===== src/rtl/bsz_pkg.sv =====
package bsz_pkg;
    typedef enum logic [1:0] {
        SZ_BYTE = 2'd0,
        SZ_WORD = 2'd1,
        SZ_LONG = 2'd2
    } op_size_e;

    // active-low acknowledge codes, bit 1 is the 16-bit line
    typedef enum logic [1:0] {
        ACK_RSVD = 2'b00,
        ACK_W16  = 2'b01,
        ACK_W8   = 2'b10,
        ACK_WAIT = 2'b11
    } ack_code_e;

    typedef enum logic [1:0] {
        ST_IDLE = 2'd0,
        ST_RUN  = 2'd1,
        ST_GAP  = 2'd2
    } bsz_state_e;

    localparam int OP_BYTES = 4;
    localparam int BYTE_W   = 8;

    function automatic logic [2:0] size_bytes(input logic [1:0] sz);
        case (sz)
            SZ_BYTE: return 3'd1;
            SZ_WORD: return 3'd2;
            default: return 3'd4;
        endcase
    endfunction
endpackage


===== src/rtl/bsz_wait_timer.sv =====
module bsz_wait_timer #(
    parameter int CW = 8
) (
    input  logic          clk,
    input  logic          rst_n,
    input  logic          run,
    input  logic          waiting,
    input  logic [CW-1:0] limit,
    output logic          timeout
);
    logic [CW-1:0] cnt;

    assign timeout = run && waiting && (cnt >= limit);

    always_ff @(posedge clk or negedge rst_n) begin
        if (!rst_n)
            cnt <= '0;
        else if (run && waiting && !timeout)
            cnt <= cnt + 1'b1;
        else
            cnt <= '0;
    end

    // the count of wait samples never passes the limit
    assert_wait_bound_R8: assert property (@(posedge clk) disable iff (!rst_n)
        cnt <= limit);
endmodule


===== src/rtl/bsz_wr_lanes.sv =====
module bsz_wr_lanes (
    input  logic [31:0] wbuf,
    input  logic        single,
    output logic [15:0] lanes
);
    // next byte on the upper lane, the one after on the lower lane
    always_comb begin
        lanes[15:8] = wbuf[31:24];
        lanes[7:0]  = single ? wbuf[31:24] : wbuf[23:16];
    end
endmodule


===== src/rtl/bsz_rd_pack.sv =====
module bsz_rd_pack (
    input  logic        clk,
    input  logic        rst_n,
    input  logic        clear,
    input  logic        capture,
    input  logic        two,
    input  logic        lane_lo,
    input  logic [15:0] din,
    output logic [31:0] rbuf
);
    always_ff @(posedge clk or negedge rst_n) begin
        if (!rst_n)
            rbuf <= '0;
        else if (clear)
            rbuf <= '0;
        else if (capture) begin
            if (two)
                rbuf <= {rbuf[15:0], din};
            else
                rbuf <= {rbuf[23:0], lane_lo ? din[7:0] : din[15:8]};
        end
    end
endmodule


===== src/rtl/bus_sizer.sv =====
module bus_sizer
    import bsz_pkg::*;
#(
    parameter int AW = 24,
    parameter int CW = 8
) (
    input  logic          clk,
    input  logic          rst_n,
    input  logic          req_valid,
    input  logic [AW-1:0] req_addr,
    input  logic [1:0]    req_size,
    input  logic          req_write,
    input  logic [31:0]   req_wdata,
    input  logic [CW-1:0] wait_limit,
    output logic [31:0]   rd_data,
    output logic          done,
    output logic          err,
    output logic [AW-1:0] bus_addr,
    output logic          bus_strobe_n,
    output logic          bus_read,
    output logic          bus_single,
    output logic [15:0]   bus_dout,
    output logic          bus_dout_en,
    input  logic [15:0]   bus_din,
    input  logic [1:0]    bus_ack_n
);
    bsz_state_e    state, state_nx;
    logic [AW-1:0] addr_q;
    logic [2:0]    left_q;
    logic [31:0]   wbuf_q;
    logic          write_q;
    logic          done_q, err_q;

    logic       in_run, is8, is16, cmpl, bad, tmo, last, accept;
    logic [2:0] moved;
    logic [2:0] req_n;

    assign in_run = (state == ST_RUN);
    assign is8    = (bus_ack_n == ACK_W8);
    assign is16   = (bus_ack_n == ACK_W16);
    assign cmpl   = in_run && (is8 || is16);
    assign bad    = in_run && (bus_ack_n == ACK_RSVD);
    assign moved  = (is16 && left_q >= 3'd2) ? 3'd2 : 3'd1;
    assign last   = cmpl && (left_q == moved);
    assign accept = (state == ST_IDLE) && req_valid;
    assign req_n  = size_bytes(req_size);

    bsz_wait_timer #(.CW(CW)) i_timer (
        .clk    (clk),
        .rst_n  (rst_n),
        .run    (in_run),
        .waiting(bus_ack_n == ACK_WAIT),
        .limit  (wait_limit),
        .timeout(tmo)
    );

    bsz_wr_lanes i_lanes (
        .wbuf  (wbuf_q),
        .single(left_q == 3'd1),
        .lanes (bus_dout)
    );

    bsz_rd_pack i_pack (
        .clk    (clk),
        .rst_n  (rst_n),
        .clear  (accept),
        .capture(cmpl && !write_q),
        .two    (moved == 3'd2),
        .lane_lo(is16 && addr_q[0] && (moved == 3'd1)),
        .din    (bus_din),
        .rbuf   (rd_data)
    );

    // state register
    always_ff @(posedge clk or negedge rst_n) begin
        if (!rst_n)
            state <= ST_IDLE;
        else
            state <= state_nx;
    end

    // next state
    always_comb begin
        state_nx = state;
        unique case (state)
            ST_IDLE: if (req_valid) state_nx = ST_RUN;
            ST_RUN: begin
                if (bad || tmo || last) state_nx = ST_IDLE;
                else if (cmpl)          state_nx = ST_GAP;
            end
            ST_GAP:  state_nx = ST_RUN;
            default: state_nx = ST_IDLE;
        endcase
    end

    // datapath and end-of-transfer flags
    always_ff @(posedge clk or negedge rst_n) begin
        if (!rst_n) begin
            addr_q  <= '0;
            left_q  <= '0;
            wbuf_q  <= '0;
            write_q <= 1'b0;
            done_q  <= 1'b0;
            err_q   <= 1'b0;
        end else begin
            done_q <= bad || tmo || last;
            err_q  <= bad || tmo;
            if (accept) begin
                addr_q  <= req_addr;
                left_q  <= req_n;
                write_q <= req_write;
                unique case (req_n)
                    3'd1:    wbuf_q <= {req_wdata[7:0], 24'h0};
                    3'd2:    wbuf_q <= {req_wdata[15:0], 16'h0};
                    default: wbuf_q <= req_wdata;
                endcase
            end else if (cmpl && !last) begin
                addr_q <= addr_q + AW'(moved);
                left_q <= left_q - moved;
                wbuf_q <= (moved == 3'd2) ? {wbuf_q[15:0], 16'h0}
                                          : {wbuf_q[23:0], 8'h0};
            end
        end
    end

    // outputs
    always_comb begin
        bus_addr     = addr_q;
        bus_strobe_n = !in_run;
        bus_read     = !write_q;
        bus_single   = (left_q == 3'd1);
        bus_dout_en  = in_run && write_q;
        done         = done_q;
        err          = err_q;
    end

    // done lasts exactly one clock
    assert_done_pulse_R6: assert property (@(posedge clk) disable iff (!rst_n)
        done |=> !done);
    // err never appears without done
    assert_err_with_done_R7: assert property (@(posedge clk) disable iff (!rst_n)
        err |-> done);
    // an error follows a reserved or a wait code
    assert_err_cause_R8: assert property (@(posedge clk) disable iff (!rst_n)
        (done && err) |-> ($past(bus_ack_n) == 2'b00 || $past(bus_ack_n) == 2'b11));
    // address held while the strobe stays low
    assert_addr_hold_R2: assert property (@(posedge clk) disable iff (!rst_n)
        (!bus_strobe_n && $past(!bus_strobe_n)) |-> $stable(bus_addr));
    // the strobe is released after every completion code
    assert_gap_R3: assert property (@(posedge clk) disable iff (!rst_n)
        (!bus_strobe_n && (bus_ack_n == 2'b01 || bus_ack_n == 2'b10)) |=> bus_strobe_n);
endmodule


===== config.mk =====
export PLATFORM = sky130hd
export DESIGN_NAME = bus_sizer
export DESIGN_NICKNAME = d
export VERILOG_FILES = /design/src/rtl/bsz_pkg.sv /design/src/rtl/bsz_wait_timer.sv /design/src/rtl/bsz_wr_lanes.sv /design/src/rtl/bsz_rd_pack.sv /design/src/rtl/bus_sizer.sv
export SDC_FILE = /design/constraint.sdc
export NUM_CORES = 1
export LEC_CHECK = 0
export BUFFER_PORTS_ARGS = -buffer_cell sky130_fd_sc_hd__buf_2
export CORE_MARGIN = 10
export CORE_UTILIZATION = 53
export DETAILED_ROUTE_END_ITERATION = 8
export GPL_TIMING_DRIVEN = 0
export PLACE_DENSITY = 0.8
export SYNTH_ARGS = -nofsm -noshare
export SYNTH_HDL_FRONTEND = slang
export SYNTH_SLANG_ARGS = --single-unit
export TNS_END_PERCENT = 1

===== constraint.sdc =====
create_clock -name clk -period 3.42 [get_ports clk]
set_clock_uncertainty 0.1 [all_clocks]
set_input_delay 0.684 -clock clk [delete_from_list [all_inputs] [get_ports clk]]
set_output_delay 0.684 -clock clk [all_outputs]
set_load 0.02 [all_outputs]

# == Word level (Yosys, flattened, before mapping) ==
# Index checks and enable logic that the tools add are counted.
# word_totals
register_bits,104
inputBits,88
output_inout_bits,78
word_cells,74
# classes
n_addsub,3
magnitude_cmp,2
n_eq_ne,14
mux,20
n_reduce_logical,26
# ops
cell,count
32-bit 2-to-1 mux,6
32-bit one-hot mux with 2 select lines,1
24-bit 2-to-1 mux,2
24-bit by 2-bit adder with 24-bit output,1
8-bit 2-to-1 mux,3
1-bit logical AND,13
"8-bit by 1-bit adder with 8-bit output, second input constant",1
"2-bit by 1-bit == test with 1-bit output, second input constant",4
"2-bit == test, second input constant",4
8-bit >= comparator,1
2-bit 2-to-1 mux,4
"3-bit by 1-bit == test with 1-bit output, second input constant",2
2-bit zero test,3
3-bit 2-to-1 mux,2
2-bit one-hot mux with 3 select lines,1
3-bit one-hot mux with 2 select lines,1
1-bit zero test,4
2-bit nonzero test,2
3-bit by 2-bit == test with 1-bit output,1
"3-bit by 2-bit == test with 1-bit output, second input constant",1
"3-bit by 2-bit >= comparator with 1-bit output, second input constant",1
1-bit logical OR,3
"3-bit inequality test, second input constant",1
3-bit by 2-bit subtractor with 3-bit output,1
2 further kinds,2

# == Depth between registers and ports, before layout ==
# Gate-level depths: netlist of the first run.
# logic_depth
word_depth,9
ltp_mapped,13
ltp_nobuf,10

# == By module ==
# A second synthesis of the first run with hierarchy kept.
# hier_totals
cells_unflattened,643
hier_area_um2,6083.3
# modules_own_cells
mod,n_inst,cells_each,area_each_um2,seq_area_each_um2
bus_sizer,1,416,3684.8,1601.5
bsz_rd_pack,1,151,1612.8,800.8
bsz_wait_timer,1,59,594.3,200.2
bsz_wr_lanes,1,17,191.4,0.0

# == Worst setup path before layout of the first run ==
# No wires, ideal clock.
# synth_path
kind,in2reg
from,input bus_ack_n[1]
to,register addr_q[18] (netlist: bus_addr[18])
setup_ns,0.082
arrival_ns,3.188
required_ns,3.238
path_slack_ns,0.050
stages,13
path_buffers,3
path_cell_list,inv_1 ha_1 o21ai_2 buf_4 buf_2 ha_1 inv_1 fa_1 and2b_2 nand4_4 buf_6 or4_1 a31oi_1
# synth_between
elab_chain_cells,8
word_cells_on_any_way,14
cone_classes,add/sub (1); eq/ne (3); mux (3); reduce/logical (7)
# synth_rtl
item,line_no,text
"start, declared",bus_sizer.sv:25,input logic [1:0] bus_ack_n
branches (longest 8 deep; another with 24-bit by 2-bit adder with 24-bit output),-,
"end signal, assigned",bus_sizer.sv:109,addr_q <= req_addr;
"end signal, assigned",bus_sizer.sv:118,addr_q <= addr_q + AW'(moved);
"end, declared",bus_sizer.sv:28,logic [AW-1:0] addr_q;
# Parallel ways; which one is timed is not known. The select of a mux whose other input is x is not followed.
# A chain may end at the register's enable or synchronous reset.

# == Worst setup path in the final report of the first run ==
# Same ends and word-level chain as after synthesis.

==> impl_metrics.toml, run 1 <==
[synth]
yosysSeqAreaShare = 0.423
synth_top_area_cell = "dfrtp_1"
ys_ff_latch = 104
synthCells = 621
ys_warn_count = 0
synth_top_area_share = 0.423
syn_avg_cell_area_um2 = 9.92
ys_async_sr_fraction = 1.00
syn_nets = 727
synth_edf_count = 0
synthTopCellsByArea = "dfrtp_1 (42%), mux2i_1 (8.1%), nand2_1 (5.0%), mux2_2 (4.8%), o31ai_1 (4.1%)"
synth.cell_area_um2 = 6160
synth-main-ff-cell = "dfrtp_1"
synth.distinct_cells = 56

[global_routing]
grtUsageTotal = 0.222
grt_pass1_vias = 5795
antenna_found_initial = 1
grt_pass1_wl_um = 29700
grt_overflow = 0
grt_start_max_net_pins = 56

[worst_setup_path]
critPathArrivalTime_ps = 3420
crit_path_max_incr_delay_ps = 460
cp_max_fo = 22
startpoint = "bus_ack_n[1]"
criticalPathCategory = "input pin to flip-flop"
cp.required_ps = 3600
crit_path_top_delay_cell = "or4_1"
end_kind = "flip-flop"
crit_chain = "buf_2, inv_1, ha_1, o21ai_2, buf_8, ha_1, inv_1, fa_1, and2b_2, nand4_4, buf_6, or4_1, a31oi_1"
cp-start-kind = "input pin"
regToRegStartpoint = "left_q[2]"

[sta]
min_period_ps = 3240
slew_headroom = 0.221
finalCritPeriodShare = 0.948
rsz0062_at_grt = "false"
setup_viol = 0
finalHoldViolCount = 0
clock.fmax_mhz = 309
holdWs_ps = 261
worst_slew_pin_slew_ps = 1160
slew_violations = 0

[outcome]
status = "complete, no violations"

[finish]
drive_above_1_share = 0.319
fillers = 960
diodes = 0
stdcell_count = 943
layout.nets = 901
fin_area_um2 = 7490
syn_to_final_growth_pct = 21.6

[floorplanning]
coreArea_um2 = 11400
die_width_um = 128
die_area_um2 = 16300
die_h_um = 128
start_util = 0.539
io_pins = 166
rows = 39

[clock_network]
root_buffer = "clkbuf_16"
cts_buffers = 9
cts.clk_slew.worst_paths_ps = 70
cts-htree-levels = 3
hold_buffers = 0
numClockSinks = 104
insertion_delay_ps = 350
cts_tree = "built"
clock_path_buffers = 2
cts_setup_buffers = 0

[place]
gp_congestion = 0.876
placed_area_um2 = 7180
dp.cells = 928
port_buffers = 163
hpwlAfterDp_um = 13600

[power]
power.density_nw_per_um2 = 906
ir_drop_mv = 0.469
finalPower_w = 0.00678
leakagePower_nw = 3.69

[routing]
postRouteAntennaNets = 0
drc = 0
firstDrtPassIters = 5
vias = 5609
drtIter0Drc = 502
routed_wl_um = 18500
viasPerCell = 5.95
wl_per_cell_um = 19.6

[worst_hold_path]
hold_class = "input pin to async pin"

[flow_run]
maxCapViolCount = 0
==> per-stage QoR <==
step / setup TNS, ps / util / setup WS, ps
3_3_place_gp: -4280 / 0.626 / -501
2_1_floorplan: 0 / - / 50.3
5_1_grt: 0 / 0.656 / 19.3
6_report: 0 / 0.656 / 179
3_5_place_dp: -5610 / 0.629 / -546
4_1_cts: 0 / 0.655 / 51.6
==> registers in the layout, indices dropped and copies added (netlist names) <==
register     count
i_pack.rbuf     32
wbuf_q          32
bus_addr        24
i_timer.cnt      8
left_q           3
state            2
done             1
err              1
write_q          1
==> layout by cell type, fill, tap and decap left out, drive strengths merged, types with 3 or more instances in the layout <==
cell type  instances
a21oi             13
nand4             13
mux2              26
xnor2              3
o21ai             45
a221oi             9
a32oi              8
o31ai             35
and3               4
and4               6
dfrtp            104
ha                16
a22o               8
nor2              25
nand2             82
clkbuf            30
o211ai            16
nand3b             3
nand2b             3
nor3               3
or4               16
nand3             21
inv               22
a31oi             10
xor2               8
clkinv             3
buf              193
mux2i             50
==> path summary, 6_finish.rpt <==
kind	endpoint	slack [ps]	depth (start not counted)
worst min register to register	i_pack.rbuf[25]	380	2
worst max register to register	bus_addr[18]	210	11
min in group clk	i_pack.rbuf[25]	380	2
worst max-delay path	bus_addr[18]	180	13
max in group asynchronous	i_pack.rbuf[9]	2250	2
worst min-delay path	bus_addr[18]	260	1
==> power by group <==
| group | internal [W] | switching [W] |
|---|---|---|
| clock | 0.000577 | 0.000492 |
| combinational | 0.00132 | 0.00210 |
| sequential | 0.00177 | 0.000521 |
==> logic make-up (layout without fill, tap and decap cells) <==
family                     after synthesis  after routing  synth area share
DFF                                    104            104             0.423
buffers and inverters                   71            250            0.0634
adders and majority gates               18             18            0.0390
muxes                                   76             76             0.129
AOI/OAI and AO/OA                      153            153             0.169
xor gates and xnor gates                11             11            0.0156
and+or+nand+nor                        188            188             0.161
==> Yosys cell counts (16+ instances only) <==
library cell / n
or4_1: 16
ha_1: 16
nor2_1: 25
mux2_2: 26
inv_1: 20
mux2i_1: 50
dfrtp_1: 104
nand2_1: 82
o211ai_1: 16
o31ai_1: 34
clkbuf_1: 17
buf_2: 16
nand3_1: 20
o21ai_0: 44
==> per-layer routing <==
layer / global-route usage / vias to the layer above / part of all wire
met1: 0.275 / 2695 / 0.41
met2: 0.373 / 253 / 0.48
li1: - / 2642 / -
met4: 0.0543 / 2 / 0.0091
met5: 0 / - / 0.00038
met3: 0.0645 / 17 / 0.094
==> critical path, delay by kind of cell <==
| family | cells | cell delay (ps) |
|---|---|---|
| AND/OR/NAND/NOR | 3 | 890 |
| adder cells (fa/ha/maj) | 3 | 860 |
| buffers and inverters | 5 | 620 |
| AO/OA/AOI/OAI | 2 | 350 |
==> what timing repair did <==
action	in CTS	in global routing
hold endpoints to repair	0	0
setup endpoints to repair	6	2
gates resized for setup	0	2
==> area by class of cell <==
type | instances | area, um^2 | share of cell area
buffer | 50 | 318 | 0.0424
clock buffer | 9 | 225 | 0.0301
clock inverter | 7 | 80.1 | 0.0107
inverter | 20 | 75.1 | 0.0100
multi-input combinational | 446 | 3170 | 0.423
sequential | 104 | 2600 | 0.347
tap | 143 | 179 | 0.0239
timing repair buffer | 164 | 846 | 0.113
No activity file was read; power rests on OpenSTA's default activity.
==> inputs of run 2 (changes only) <==
- ABC_AREA: default -> 1
- CORE_UTILIZATION: 53 -> 54
- PLACE_DENSITY: 0.8 -> 0.81
==> run 2 against run 1 <==
Net effect: register-to-register slack gained 300 ps; synthesized cell count up 42%; combinational power up 23%; critical path depth is 3 higher; clock-buffer cell count increased by 2; hold slack worse by 65 ps; wire length up 9.4%; global-route usage is 1.4 points higher; non-clock buffer count stayed put; first-iteration DRC count rose by 29%; critical path type unchanged; largest power group unchanged; highest routed layer is now met4.
==> impl_metrics.toml, run 2 <==
[clock_network]
root_buffer = "clkbuf_16"
clock_path_buffers = 2
cts-htree-levels = 3
cts.clk_slew.worst_paths_ps = 80
insertion_delay_ps = 350
cts_buffers = 9
numClockSinks = 104
cts_tree = "built"

[synth]
synth.most_common_cell = "nand2_1"
yosysSeqAreaShare = 0.399
synthTopCellsByCount = "nand2_1 (218), inv_1 (120), dfrtp_1 (104)"
syn_nets = 990
synthTopCellsByArea = "dfrtp_1 (40%), nand2_1 (13%), inv_1 (6.9%), o21ai_0 (5.8%), nand3_1 (4.7%)"
synth_top_area_share = 0.399
synth.cell_area_um2 = 6530
syn_avg_cell_area_um2 = 7.38
ys_ff_latch = 104
ys_warn_count = 0
ys_async_sr_fraction = 1.00
synth.distinct_cells = 41
synth_edf_count = 0
synth-main-ff-cell = "dfrtp_1"
synth_top_area_cell = "dfrtp_1"
synthCells = 884

[worst_setup_path]
cp.required_ps = 3550
critPathBufInv = 5
cp-start-kind = "input pin"
end_kind = "flip-flop"
critical-path-top-delay-family = "simple AND/OR/NAND/NOR gates"
crit_path_max_incr_delay_ps = 380
criticalPathCategory = "input pin to flip-flop"
crit_path_top_delay_cell = "fa_1"
crit_chain = "buf_2, inv_1, ha_1, nand2_1, buf_4, ha_1, inv_1, fa_1, inv_1, nand2_1, nor2_4, nand2_1, nor2_1, nand2_1, o22ai_1, nor2_1"
cpMostUsedCell = "nand2_1"
critPathArrivalTime_ps = 3130
cp_max_fo = 22

[routing]
wl_met1_um = 8640
wl_met2_um = 9500
viasPerCell = 5.45
wl_per_cell_um = 16.7
vias = 6602
postRouteAntennaNets = 0
firstDrtPassIters = 5
drtIter0Drc = 649
top_layer_used = "met4"
routed_wl_um = 20200
drc = 0
wl_met3_um = 1730

[sta]
slew_violations = 0
setup_viol = 0
slew_headroom = 0.580
finalCritPeriodShare = 0.877
setup_tns_ps = 0
worst_slew_pin_slew_ps = 626
finalHoldViolCount = 0
layout_setup_ws_ps = 421
clock.fmax_mhz = 333
rsz0062_at_grt = "false"
min_period_ps = 3000

[finish]
syn_to_final_growth_pct = 20.7
drive_above_1_share = 0.239
diodes = 0
final_common_cell = "nand2_1"
final_cell_mix = "nand2_1 (218), buf_2 (177), inv_1 (120)"
fillers = 1092
layout.nets = 1165

[global_routing]
grtUsageTotal = 0.237
grt_pass1_vias = 6348
grt_pass1_wl_um = 32000
grt_overflow = 0
antenna_found_initial = 0
grt_start_max_net_pins = 70

[floorplanning]
start_util = 0.548
die_area_um2 = 16900
die_h_um = 130
coreArea_um2 = 11900
rows = 40
die_width_um = 130
io_pins = 166

[place]
port_buffers = 164
dp_slack_ps = -221
gp_congestion = 0.952
hpwlAfterDp_um = 15200

[flow_run]
maxCapViolCount = 0

[power]
leakagePower_nw = 4.19
power.density_nw_per_um2 = 954
ir_drop_mv = 0.401

[worst_hold_path]
hold_class = "input pin to async pin"

[outcome]
status = "complete, no violations"
-- run 2: routing by layer --
metal / vias up / GRT usage
li1: 3218 / -
met1: 3039 / 0.305
met2: 310 / 0.388
met3: 35 / 0.0527
met4: 0 / 0.0721
met5: - / 0
-- run 2: path summary, 6_finish.rpt --
| check | from | endpoint | slack, ps | depth (start not counted) |
|---|---|---|---|---|
| max | bus_ack_n[1] | bus_addr[12] | 420 | 16 |
| min | rst_n | i_pack.rbuf[17] | 200 | 1 |
| max reg2reg | left_q[2] | bus_addr[12] | 510 | 15 |
| min reg2reg | i_timer.cnt[0] | i_timer.cnt[0] | 390 | 1 |
| max in group asynchronous | rst_n | wbuf_q[0] | 2320 | 2 |
| min in group clk | i_timer.cnt[0] | i_timer.cnt[0] | 390 | 1 |
-- run 2: worst reg2reg max path, cell delays in order (launching register included) --
cell	delay [ps]
dfrtp_1	410
nor2_1	120
inv_2	60
nand2_1	100
buf_4	290
ha_1	260
inv_1	70
fa_1	380
inv_1	140
nand2_1	100
nor2_4	220
nand2_1	70
nor2_1	190
nand2_1	120
o22ai_1	120
nor2_1	50
-- run 2: cell families (layout without fill, tap and decap cells) --
kind of cell | Yosys count | after routing | synth area share
AOI/OAI and AO/OA | 189 | 189 | 0.167
buffers and inverters | 176 | 356 | 0.131
xor gates and xnor gates | 6 | 6 | 0.00805
DFF | 104 | 104 | 0.399
and+or+nand+nor | 391 | 391 | 0.258
adders and majority gates | 18 | 18 | 0.0368
-- run 2: what timing repair did --
item / CTS / global route
setup endpoints to repair: 0 / 4
resized for setup: 0 / 1
hold buffers: 0 / 0
setup buffers: 0 / 0
hold endpoints to repair: 0 / 0
-- run 2: through the flow --
| step | cell area (um^2) | cells | total power (W) | util | hold slack [ps] |
|---|---|---|---|---|---|
| final | 7870 | 1211 | 0.00751 | 0.661 | 195 |
| after global routing | 7870 | 1211 | 0.00807 | 0.661 | 230 |
| after CTS | 7870 | 1212 | 0.00749 | 0.661 | 210 |
| after detailed placement | 7560 | 1196 | 0.00638 | 0.635 | 384 |
| after global placement | 7530 | 1195 | 0.00631 | 0.632 | 375 |
| after floorplan | 6530 | 884 | 0.00507 | - | 288 |
-- run 2: final cells by class --
class	instances	area, um^2	share of cell area
Clock buffer	11	253	0.0321
Clock inverter	5	61.3	0.00779
Timing Repair Buffer	165	851	0.108
Multi-Input combinational cell	604	3070	0.390
Tap cell	147	184	0.0234
Buffer	49	378	0.0480
Inverter	126	473	0.0601
Sequential cell	104	2600	0.331
-- run 2: report_power, final --
| part | switching (W) | total [W] | internal (W) |
|---|---|---|---|
| Clock | 0.000488 | 0.00110 | 0.000614 |
| Combinational | 0.00274 | 0.00422 | 0.00148 |
| Sequential | 0.000424 | 0.00220 | 0.00177 |
